## src/rtl/irqarb_pkg.sv

```systemverilog
package irqarb_pkg;

  typedef struct packed {
    logic evalNow;
    logic latchStatus;
  } ctrlStrobes_t;

  function automatic logic [63:0] spanMask(input int lo, input int hi);
    logic [63:0] m;
    m = '0;
    for (int i = 0; i < 64; i++) begin
      if (i >= lo && i <= hi) m[i] = 1'b1;
    end
    return m;
  endfunction

endpackage

```

## src/rtl/irqarb_datapath.sv

```systemverilog
module irqarb_datapath
  import irqarb_pkg::*;
#(
  parameter int DATA_W = 32,
  parameter int LVL_W  = 5,
  parameter int SW_LO  = 4,
  parameter int SW_HI  = 18,
  parameter int EXT_LO = 20,
  parameter int EXT_HI = 30
) (
  input  logic              clk,
  input  logic              rstN,
  input  logic              swReqWe,
  input  logic [DATA_W-1:0] swReqWdata,
  input  logic              lvlWe,
  input  logic [DATA_W-1:0] lvlWdata,
  input  logic [DATA_W-1:0] extReq,
  input  ctrlStrobes_t      strobes,
  output logic [DATA_W-1:0] swReqQ,
  output logic [LVL_W-1:0]  curLevel,
  output logic [DATA_W-1:0] pendSummary,
  output logic [LVL_W-1:0]  winLevel,
  output logic              fireCond,
  output logic [DATA_W-1:0] isrQ,
  output logic [LVL_W-1:0]  intIdQ
);

  localparam logic [DATA_W-1:0] SW_MASK  = DATA_W'(spanMask(SW_LO, SW_HI));
  localparam logic [DATA_W-1:0] EXT_MASK = DATA_W'(spanMask(EXT_LO, EXT_HI));

  logic [DATA_W-1:0] extLive;
  logic [LVL_W-1:0]  swLevel;
  logic [LVL_W-1:0]  extLevel;
  logic              extHit;

  always_ff @(posedge clk) begin
    if (!rstN) begin
      swReqQ   <= '0;
      curLevel <= '0;
    end else begin
      if (swReqWe) swReqQ <= swReqWdata & SW_MASK;
      if (lvlWe)   curLevel <= lvlWdata[LVL_W-1:0];
    end
  end

  assign extLive = extReq & EXT_MASK;
  assign extHit  = |extLive;

  // ascending scan: a later (higher) hit overwrites an earlier one
  always_comb begin
    swLevel = '0;
    for (int i = SW_LO; i <= SW_HI; i++) begin
      if (swReqQ[i]) swLevel = LVL_W'(i - SW_LO + 1);
    end
  end

  always_comb begin
    extLevel = '0;
    for (int i = EXT_LO; i <= EXT_HI; i++) begin
      if (extLive[i]) extLevel = LVL_W'(i);
    end
  end

  assign winLevel    = extHit ? extLevel : swLevel;
  assign pendSummary = swReqQ | extLive;
  assign fireCond    = (winLevel != '0) && (winLevel > curLevel);

  always_ff @(posedge clk) begin
    if (!rstN) begin
      isrQ   <= '0;
      intIdQ <= '0;
    end else if (strobes.latchStatus) begin
      isrQ   <= pendSummary;
      intIdQ <= winLevel;
    end
  end

  AST_SWREQ_MASKED: assert property (@(posedge clk) disable iff (!rstN)
    swReqWe |=> ((swReqQ & ~SW_MASK) == '0));
  AST_LEVEL_FIT: assert property (@(posedge clk) disable iff (!rstN)
    lvlWe |=> (curLevel == LVL_W'($past(lvlWdata))));
  AST_EXT_OVERRIDE: assert property (@(posedge clk) disable iff (!rstN)
    extHit |-> (winLevel >= LVL_W'(EXT_LO)));
  AST_SUMMARY_NONEMPTY: assert property (@(posedge clk) disable iff (!rstN)
    (winLevel != '0) |-> (pendSummary != '0));
  AST_LATCH_ABOVE: assert property (@(posedge clk) disable iff (!rstN)
    strobes.latchStatus |=> (intIdQ > $past(curLevel)));
  AST_STATUS_HOLD: assert property (@(posedge clk) disable iff (!rstN)
    !strobes.latchStatus |=> ($stable(isrQ) && $stable(intIdQ)));

endmodule

```

## src/rtl/irqarb_ctrl.sv

```systemverilog
module irqarb_ctrl
  import irqarb_pkg::*;
(
  input  logic         clk,
  input  logic         rstN,
  input  logic         rearm,
  input  logic         fireCond,
  output ctrlStrobes_t strobes,
  output logic         armed,
  output logic         trapPulse
);

  always_comb begin
    strobes.evalNow     = armed;
    strobes.latchStatus = armed && fireCond;
  end

  always_ff @(posedge clk) begin
    if (!rstN) begin
      armed     <= 1'b1;
      trapPulse <= 1'b0;
    end else begin
      if (rearm)                armed <= 1'b1;
      else if (strobes.evalNow) armed <= 1'b0;
      trapPulse <= strobes.latchStatus;
    end
  end

  AST_TRAP_NEEDS_ARM: assert property (@(posedge clk) disable iff (!rstN)
    trapPulse |-> $past(armed));
  AST_DISARM_AFTER_EVAL: assert property (@(posedge clk) disable iff (!rstN)
    (armed && !rearm) |=> !armed);
  AST_REARM_SETS: assert property (@(posedge clk) disable iff (!rstN)
    rearm |=> armed);

endmodule

```

## src/rtl/irq_level_arbiter.sv

```systemverilog
module irq_level_arbiter
  import irqarb_pkg::*;
#(
  parameter int DATA_W = 32,
  parameter int LVL_W  = 5,
  parameter int SW_LO  = 4,
  parameter int SW_HI  = 18,
  parameter int EXT_LO = 20,
  parameter int EXT_HI = 30
) (
  input  logic              clk,
  input  logic              rstN,
  input  logic              swReqWe,
  input  logic [DATA_W-1:0] swReqWdata,
  input  logic              lvlWe,
  input  logic [DATA_W-1:0] lvlWdata,
  input  logic [DATA_W-1:0] extReq,
  input  logic              rearm,
  output logic [DATA_W-1:0] swReqQ,
  output logic [LVL_W-1:0]  curLevel,
  output logic [DATA_W-1:0] pendSummary,
  output logic [LVL_W-1:0]  winLevel,
  output logic              armed,
  output logic              trapPulse,
  output logic [DATA_W-1:0] isrQ,
  output logic [LVL_W-1:0]  intIdQ
);

  ctrlStrobes_t strobes;
  logic         fireCond;

  irqarb_datapath #(
    .DATA_W(DATA_W), .LVL_W(LVL_W), .SW_LO(SW_LO), .SW_HI(SW_HI),
    .EXT_LO(EXT_LO), .EXT_HI(EXT_HI)
  ) uDp (
    .clk(clk), .rstN(rstN),
    .swReqWe(swReqWe), .swReqWdata(swReqWdata),
    .lvlWe(lvlWe), .lvlWdata(lvlWdata),
    .extReq(extReq), .strobes(strobes),
    .swReqQ(swReqQ), .curLevel(curLevel),
    .pendSummary(pendSummary), .winLevel(winLevel),
    .fireCond(fireCond), .isrQ(isrQ), .intIdQ(intIdQ)
  );

  irqarb_ctrl uCtrl (
    .clk(clk), .rstN(rstN), .rearm(rearm), .fireCond(fireCond),
    .strobes(strobes), .armed(armed), .trapPulse(trapPulse)
  );

endmodule

```

## config.mk

```make
export PLATFORM = sky130hd
export DESIGN_NAME = irq_level_arbiter
export DESIGN_NICKNAME = d
export VERILOG_FILES = /design/src/rtl/irqarb_pkg.sv /design/src/rtl/irqarb_datapath.sv /design/src/rtl/irqarb_ctrl.sv /design/src/rtl/irq_level_arbiter.sv
export SDC_FILE = /design/constraint.sdc
export NUM_CORES = 1
export LEC_CHECK = 0
export ABC_CLOCK_PERIOD_IN_PS = 7900
export BUFFER_PORTS_ARGS = -buffer_cell sky130_fd_sc_hd__clkbuf_2
export CAP_MARGIN = 30
export CORE_ASPECT_RATIO = 1.25
export CORE_MARGIN = 2
export CORE_UTILIZATION = 45
export CTS_BUF_LIST = sky130_fd_sc_hd__clkbuf_8
export DETAILED_ROUTE_END_ITERATION = 10
export GPL_TIMING_DRIVEN = 0
export PLACE_DENSITY = 0.89
export SLEW_MARGIN = 10
export SYNTH_ARGS = -nofsm -noshare
export SYNTH_HDL_FRONTEND = slang
export SYNTH_SLANG_ARGS = --single-unit
```

## constraint.sdc

```tcl
create_clock -name clk -period 7.9 [get_ports clk]
set_input_delay 1.58 -clock clk [delete_from_list [all_inputs] [get_ports clk]]
set_output_delay 1.58 -clock clk [all_outputs]
set_load 0.05 [all_outputs]
```

==> results_dict.tcl, run 1 <==
set metrics [dict create \
    clkTransAtPathRegs_ns 0.09 \
    cts.sinks 53 \
    tns_ns 0 \
    p_per_area_nw_per_um2 193.5 \
    seq_area_sq_um 1061 \
    syn_inst 333 \
    cpMaxStageDelayCell "nor3_1" \
    slowest_delay_ns 0.38 \
    clockBufferDepth 2 \
    post-route-min-period_ns 4.727 \
    ctsHoldBuffers 0 \
    num-fill-cells 557 \
    layout_commonest_cell "clkbuf_2" \
    fp-row-count 32 \
    wl_met3_microns 627 \
    async_flop_share 0 \
    wl_met2_microns 3632 \
    dp_slack_ns 3.221 \
    synthesis.area_sq_um 2845 \
    ant_nets 0 \
    critPathMaxFanout 5 \
    synth_warnings 0 \
    grt_pass1_vias 2469 \
    antennaDiodeCount 0 \
    area_growth_pct 31.49 \
    worst_pin_slew_ns 0.6186 \
    cp_top_family "simple AND/OR/NAND/NOR gates" \
    dr.pass1.iters 4 \
    drc 0 \
    cts_resized 0 \
    dp_hpwl_microns 5942 \
    grt_pass1_wl_microns 11190 \
    worstSetupEndpointType "output port" \
    antenna_found_initial 0 \
    cts_buffers 5 \
    clock.fmax_mhz 211.5 \
    grt_max_degree 16 \
    die_width_microns 75.12 \
    via_per_inst 4.754 \
    clkLatencyLatePin_ns 0.30 \
    post_cts_buffers 0 \
    fp.dieH_microns 92.90 \
    dieArea_sq_um 6979 \
    wl_met1_microns 2993 \
    drv_cap 0 \
    initial_core_util 0.4645 \
    highest_layer "met4" \
    grt_usage 0.2090 \
    hp-class "flip-flop to flip-flop" \
    slew_headroom 0.5858 \
    peakVddDrop_v 0.00009810 \
    routed_wl_microns 7445 \
    ys_types 40 \
    required_ns 6.32 \
    worst-path-buf-inv 3 \
    cts_tree "yes" \
    rsz0062_at_grt "false" \
    yosysSeqAreaShare 0.3729 \
    layout_common_cells "clkbuf_2 (116), nand2_1 (63), buf_4 (55)" \
    synth.avg_cell_area_sq_um 8.544 \
    drt_first_iter_violations 89 \
    cts_max_level 2 \
    post_drt_wl_per_cell_microns 13.08 \
    finalClockSkew_ns 0.006140 \
    layout.core_utilization 0.6107 \
    critPathLaunchType "input port" \
    setup-violations-final 0 \
    gp_congestion 0.8757 \
    cpMostUsedCell "clkbuf_2" \
    fin_nets 590 \
    vias 2705 \
    overflow 0 \
    cts_root_buf "clkbuf_8" \
    multi_input_comb_area_sq_um 1355 \
    worstPathCellList "clkbuf_2, nor3_1, and3_1, nand2_1, a22o_1, inv_1, clkbuf_2" \
    hold_violations 0 \
    drv_slew 0 \
    synth_edf_count 0 \
    synth_flop_cell "dfxtp_1" \
    worstPathArrival_ns 3.15 \
    synth_seq_cells 53 \
    drive_above_1_share 0.3905 \
    port_buffers 116 \
    layout_setup_ws_ns 3.173 \
    period_share 0.5984 \
    status "finished, final reports clean" \
    core_sq_um 6126 \
    critPathKind "input port to output port" \
    p_leak_nw 2.024 \
    io_pins 214 \
]
==> flip-flops by register name (all words and copies together), names as in the netlist <==
register / flops
uDp.isrQ: 26
uDp.swReqQ: 15
uDp.curLevel: 5
uDp.intIdQ: 5
uCtrl.trapPulse: 1
uCtrl.armed: 1
==> layer usage <==
layer	global-route usage	vias up
li1	-	1316
met1	0.2413	1239
met2	0.3589	133
met3	0.05332	17
met4	0.08185	0
met5	0	-
==> stage by stage <==
| step | instances | cell area, sq um | hold WS (ns) | power (W) |
|---|---|---|---|---|
| 6_report | 569 | 3741 | 0.4604 | 0.0007240 |
| 3_3_place_gp | 562 | 3637 | 0.4432 | 0.0005492 |
| 4_1_cts | 569 | 3741 | 0.4620 | 0.0007291 |
| 5_1_grt | 569 | 3741 | 0.4843 | 0.0007541 |
| 3_5_place_dp | 562 | 3637 | 0.4495 | 0.0005538 |
| 2_1_floorplan | 361 | 2950 | 0.6735 | 0.0005018 |
==> worst min-delay path: cells and delay by family, from the launching register on <==
family	cells	cell delay (ns)
flip-flops	1	0.32
multiplexers	1	0.05
AND/OR/NAND/NOR	1	0.05
==> worst paths after layout <==
| check | start | to | slack (ns) | cells after the start |
|---|---|---|---|---|
| worst max register to register | uDp.swReqQ[11]$_SDFFE_PN0P_ | uDp.isrQ[8]$_SDFFE_PN0P_ | 4.63 | 13 |
| worst min register to register | uDp.isrQ[28]$_SDFFE_PN0P_ | uDp.isrQ[28]$_SDFFE_PN0P_ | 0.46 | 2 |
| worst max-delay path | extReq[26] | winLevel[0] | 3.17 | 7 |
| worst min-delay path | uDp.isrQ[28]$_SDFFE_PN0P_ | uDp.isrQ[28]$_SDFFE_PN0P_ | 0.46 | 2 |
==> layout make-up <==
cell class	instances	share of cell area
buffer	70	0.1318
clock buffer	5	0.01839
clock inverter	2	0.009365
inverter	11	0.01104
multi-input combinational	227	0.3622
sequential	53	0.2836
tap	85	0.02843
timing repair buffer	116	0.1552
==> cells by family (layout without fill, tap and decap cells) <==
family	count (synthesis)	after routing	synth area share
AND/OR/NAND/NOR	118	118	0.1763
buffers and inverters	81	204	0.1878
flip-flops	53	53	0.3729
multiplexers	46	46	0.1618
AO/OA/AOI/OAI	29	29	0.07784
adder cells (fa/ha/maj)	5	5	0.02199
other	1	29	0.001318
==> power breakdown <==
| group | total [W] | switching (W) | internal [W] |
|---|---|---|---|
| Combinational | 0.000247 | 0.000177 | 0.0000699 |
| Clock | 0.000176 | 0.0000836 | 0.0000922 |
| Sequential | 0.000301 | 0.0000167 | 0.000284 |
==> synth_stat cells, types with 2 or more instances <==
master,instances,share of area
clkbuf_1,11,0.015
nand3b_1,2,0.0053
buf_6,3,0.012
inv_1,10,0.013
mux2i_1,46,0.16
nand2b_1,3,0.0066
nor2_1,34,0.045
a211o_1,2,0.0062
o22ai_1,2,0.0044
nor4_1,3,0.0066
nand2_1,63,0.083
nand3_1,5,0.0088
dfxtp_1,53,0.37
o21ai_0,5,0.0088
ha_1,5,0.022
o31ai_1,3,0.0079
a21oi_1,6,0.011
buf_4,55,0.15
No activity file was read; power rests on OpenSTA's default activity.
==> inputs of run 2 (changes only) <==
Settings changed: ABC_CLOCK_PERIOD_IN_PS 7900 to 4059, CORE_UTILIZATION 45 to 38, PLACE_DENSITY 0.89 to 0.8.
Clock period 7.9 ns to 4.06 ns, I/O delays scaled along.
==> results_dict.tcl, run 2 (same netlist as run 1, synthesis figures left out) <==
set metrics [dict create \
    critPathMaxFanout 10 \
    cts_buffers 5 \
    clock.fmax_mhz 290.9 \
    fp-row-count 35 \
    cts_max_level 2 \
    clkTransAtPathRegs_ns 0.10 \
    p_per_area_nw_per_um2 393.0 \
    largest_register_ffs 26 \
    seq_power_share 0.394 \
    ant_nets 0 \
    gp_congestion 0.8896 \
    setup-violations-final 0 \
    worstPathArrival_ns 3.67 \
    port_buffers 116 \
    vias 2618 \
    worstSetupEndpointType "flip-flop" \
    post_drt_wl_per_cell_microns 13.00 \
    slew_headroom 0.5639 \
    dp_slack_ns 0.3125 \
    peakVddDrop_v 0.0001923 \
    required_ns 4.29 \
    combPwrFrac 0.324 \
    critPathKind "input port to flip-flop" \
    drive_above_1_share 0.3918 \
    cell_internal_pwr_w 0.0009340 \
    layout_commonest_cell "clkbuf_2" \
    switching_share 0.3712 \
    dr.pass1.iters 4 \
    die_width_microns 81.40 \
    cts_root_buf "clkbuf_8" \
    finalClockSkew_ns 0.008436 \
    tns_ns 0 \
    period_share 0.8466 \
    grt_pass1_wl_microns 11530 \
    antenna_found_initial 0 \
    drt_first_iter_violations 66 \
    dp_hpwl_microns 6089 \
    clkLatencyLatePin_ns 0.30 \
    io_pins 214 \
    hold_violations 0 \
    worst_pin_slew_ns 0.6513 \
    drv_slew 0 \
    ctsHoldBuffers 0 \
    layout.core_utilization 0.5169 \
    cts.sinks 53 \
    grt_max_degree 17 \
    regMostFlops "uDp.isrQ" \
    fp.dieH_microns 100.7 \
    critPathLaunchType "input port" \
    cts_tree "yes" \
    antennaDiodeCount 0 \
    post_cts_buffers 0 \
    p_leak_nw 2.038 \
    routed_wl_microns 7503 \
    status "finished, final reports clean" \
    initial_core_util 0.3891 \
    post-route-min-period_ns 3.437 \
    rsz0062_at_grt "false" \
    switchingPower_w 0.0005513 \
    biggestRegsByFlops "uDp.isrQ: 26 flops, uDp.swReqQ: 15 flops" \
    core_sq_um 7313 \
    area_growth_pct 32.85 \
    drc 0 \
    cts_resized 0 \
    share_clk_of_total_power 0.282 \
    layout_setup_ws_ns 0.6229 \
    overflow 0 \
    drv_cap 0 \
    clockBufferDepth 2 \
    via_per_inst 4.537 \
    hp-class "flip-flop to flip-flop" \
    layout_common_cells "clkbuf_2 (116), nand2_1 (63), buf_4 (55)" \
    grt_usage 0.1819 \
    grt_pass1_vias 2404 \
    fin_nets 590 \
    dieArea_sq_um 8200 \
]
-- run 2: power by group through the flow --
stage / clock network [W] / logic, W / registers [W]
2_1_floorplan: 0 / 0.000273 / 0.000703
3_3_place_gp: 0 / 0.000476 / 0.000596
3_5_place_dp: 0 / 0.000483 / 0.000597
4_1_cts: 0.000426 / 0.000484 / 0.000585
5_1_grt: 0.000446 / 0.000511 / 0.000590
6_report: 0.000419 / 0.000482 / 0.000585
-- run 2: critical path, cell delays in order --
cell	delay [ns]
clkbuf_2	0.12
nor3_1	0.34
nand3_1	0.13
o221ai_1	0.45
inv_1	0.15
ha_1	0.34
nand3b_1	0.09
a21oi_1	0.15
a211o_1	0.12
o211ai_1	0.26
a21oi_4	0.29
buf_6	0.21
mux2i_1	0.20
-- run 2: path summary, 6_finish.rpt --
| check | from | end | slack [ns] | depth (start not counted) |
|---|---|---|---|---|
| setup reg to reg | uDp.swReqQ[12]$_SDFFE_PN0P_ | uDp.isrQ[5]$_SDFFE_PN0P_ | 0.78 | 13 |
| setup / recovery | extReq[26] | uDp.isrQ[5]$_SDFFE_PN0P_ | 0.62 | 13 |
| hold reg to reg | uDp.isrQ[20]$_SDFFE_PN0P_ | uDp.isrQ[20]$_SDFFE_PN0P_ | 0.46 | 2 |
| hold / removal | uDp.isrQ[20]$_SDFFE_PN0P_ | uDp.isrQ[20]$_SDFFE_PN0P_ | 0.46 | 2 |
-- run 2: metal layers --
| layer | vias up | share of wire | routed length [microns] | global-route usage |
|---|---|---|---|---|
| met5 | - | 0 | 0 | 0 |
| li1 | 1315 | - | - | - |
| met1 | 1175 | 0.40 | 3034 | 0.2105 |
| met4 | 0 | 0.014 | 103 | 0.05737 |
| met3 | 9 | 0.094 | 705 | 0.05018 |
| met2 | 119 | 0.49 | 3660 | 0.3197 |
-- run 2: cell type report --
cell class              count  area (sq um)
multi-input cells         227          1355
inverters                  11         41.29
clock buffers               5         68.82
plain buffers              70         493.0
fillers                   684          3533
flip-flops and latches     53          1061
well taps                  92         115.1
clock inverters             3         65.06
repair buffers            116         580.6
-- run 2: through the flow --
step	total power (W)	instance area [sq um]	cells	hold WS, ns
floorplan	0.0009764	2950	361	0.6735
global placement	0.001071	3646	569	0.4438
detailed placement	0.001081	3646	569	0.4472
CTS	0.001495	3780	577	0.4676
global route	0.001548	3780	577	0.4855
finish	0.001485	3780	577	0.4640
==> inputs of run 3 (changes only) <==
Settings changed: ABC_CLOCK_PERIOD_IN_PS 4059 to 3300, CORE_UTILIZATION 38 to 42, PLACE_DENSITY 0.8 to 0.83.
Clock period 4.06 ns to 3.3 ns, I/O delays scaled along.
==> results_dict.tcl, run 3 (same netlist as run 1, synthesis figures left out) <==
set metrics [dict create \
    status "finished, final reports clean" \
    whs_ns 0.4624 \
    via_per_inst 4.620 \
    placed_cells 564 \
    peakVddDrop_v 0.0002198 \
    met1_usage 0.2211 \
    area_growth_pct 33.42 \
    design_area_sq_um 3796 \
    antennaDiodeCount 0 \
    fin_nets 591 \
    io_pins 214 \
    cts_root_buf "clkbuf_8" \
    critPathMaxFanout 10 \
    required_ns 3.53 \
    hold_violations 0 \
    cts.sinks 53 \
    drive_above_1_share 0.4033 \
    ant_nets 0 \
    grt_util_met3 0.05441 \
    p_leak_nw 2.038 \
    biggestRegsByFlops "uDp.isrQ: 26 flops, uDp.swReqQ: 15 flops" \
    fp-row-count 33 \
    post_drt_wl_per_cell_microns 12.76 \
    critPathLaunchType "input port" \
    regMostFlops "uDp.isrQ" \
    gp_congestion 0.8759 \
    worstSetupEndpointType "flip-flop" \
    rsz0062_at_grt "false" \
    dr.pass1.iters 4 \
    hp-class "flip-flop to flip-flop" \
    cts_buffers 5 \
    layout_commonest_cell "clkbuf_2" \
    num-fill-cells 610 \
    die_width_microns 77.62 \
    dp_hpwl_microns 5901 \
    clock.fmax_mhz 341.7 \
    cts_tree "yes" \
    layout.core_utilization 0.5782 \
    fp.dieH_microns 96.02 \
    core_sq_um 6565 \
    antenna_found_initial 0 \
    vias 2647 \
    ctsHoldBuffers 0 \
    grt_usage 0.1937 \
    critPathKind "input port to flip-flop" \
    p_per_area_nw_per_um2 466.0 \
    port_buffers 116 \
    rrSetupSlack_ns 0.43 \
    grt_max_degree 17 \
    initial_core_util 0.4334 \
    drv_slew 0 \
    fin_cells 573 \
    power_w 0.001769 \
    grt_pass1_vias 2432 \
    drc 0 \
    post-route-min-period_ns 2.926 \
    layout_common_cells "clkbuf_2 (116), nand2_1 (63), buf_4 (56)" \
    grt.busiest_layer "met2" \
    clkLatencyLatePin_ns 0.30 \
    clkTransAtPathRegs_ns 0.09 \
    largest_register_ffs 26 \
    overflow 0 \
    grt_pass1_wl_microns 11360 \
    dieArea_sq_um 7453 \
    clockBufferDepth 2 \
    drv_cap 0 \
    worstPathArrival_ns 3.15 \
    routed_wl_microns 7309 \
    cts_max_level 2 \
    setup-violations-final 0 \
    drt_first_iter_violations 62 \
    dpl-instance-area_sq_um 3649 \
    finalClockSkew_ns 0.006338 \
    period_share 0.8867 \
    use_met2 0.3455 \
]
-- run 3: cell types whose count changed in the layout (fill, tap and decap cells not counted), sizes merged --
cell / before / now
clkbuf: 132 / 133
clkinv: 1 / 0
clkinvlp: 0 / 1
buf: 59 / 60
bufinv: 2 / 1
-- run 3: path summary, 6_finish.rpt --
kind                                    from                        end  cells past startpoint
hold reg to reg    uDp.isrQ[24]$_SDFFE_PN0P_  uDp.isrQ[24]$_SDFFE_PN0P_                      2
setup / recovery                  extReq[20]   uDp.isrQ[4]$_SDFFE_PN0P_                     13
setup reg to reg  uDp.swReqQ[8]$_SDFFE_PN0P_   uDp.isrQ[4]$_SDFFE_PN0P_                     13
hold / removal     uDp.isrQ[24]$_SDFFE_PN0P_  uDp.isrQ[24]$_SDFFE_PN0P_                      2
-- run 3: layer usage --
metal | vias up | part of all wire
li1 | 1322 | -
met4 | 0 | 0.014
met2 | 114 | 0.50
met5 | - | 0
met1 | 1205 | 0.40
met3 | 6 | 0.081
-- run 3: stage by stage --
stage	setup TNS, ns	setup slack (ns)
2_1_floorplan	-0.6499	-0.02855
3_5_place_dp	-6.799	-0.2944
4_1_cts	0	0.02690
5_1_grt	0	0.1828
3_3_place_gp	-2.215	-0.09002
6_report	0	0.3739
-- run 3: power breakdown --
group	switching, W	internal (W)
clock	0.000206	0.000247
sequential	0.0000390	0.000680
combinational	0.000427	0.000171
-- run 3: area by class of cell --
cell class | count | area (sq um) | area share
Multi-Input combinational cell | 227 | 1381 | 0.3639
Tap cell | 87 | 108.9 | 0.02867
Sequential cell | 53 | 1064 | 0.2802
Timing Repair Buffer | 117 | 588.1 | 0.1549
Buffer | 70 | 493.0 | 0.1299
Clock buffer | 6 | 82.58 | 0.02175
Inverter | 11 | 41.29 | 0.01088
Clock inverter | 2 | 37.54 | 0.009888
-- run 3: critical path, stage by stage --
cell	delay, ns
clkbuf_2	0.13
nor4_4	0.32
nand3_1	0.16
o21ai_1	0.14
nand3b_1	0.21
ha_1	0.39
a21oi_1	0.07
a21oi_1	0.14
a211o_1	0.12
o211ai_1	0.15
a21oi_4	0.23
buf_6	0.20
mux2i_1	0.22
-- run 3: timing repair --
item	CTS	global route
setup endpoints to repair	0	32
buffers inserted	0	1
resized for setup	0	5
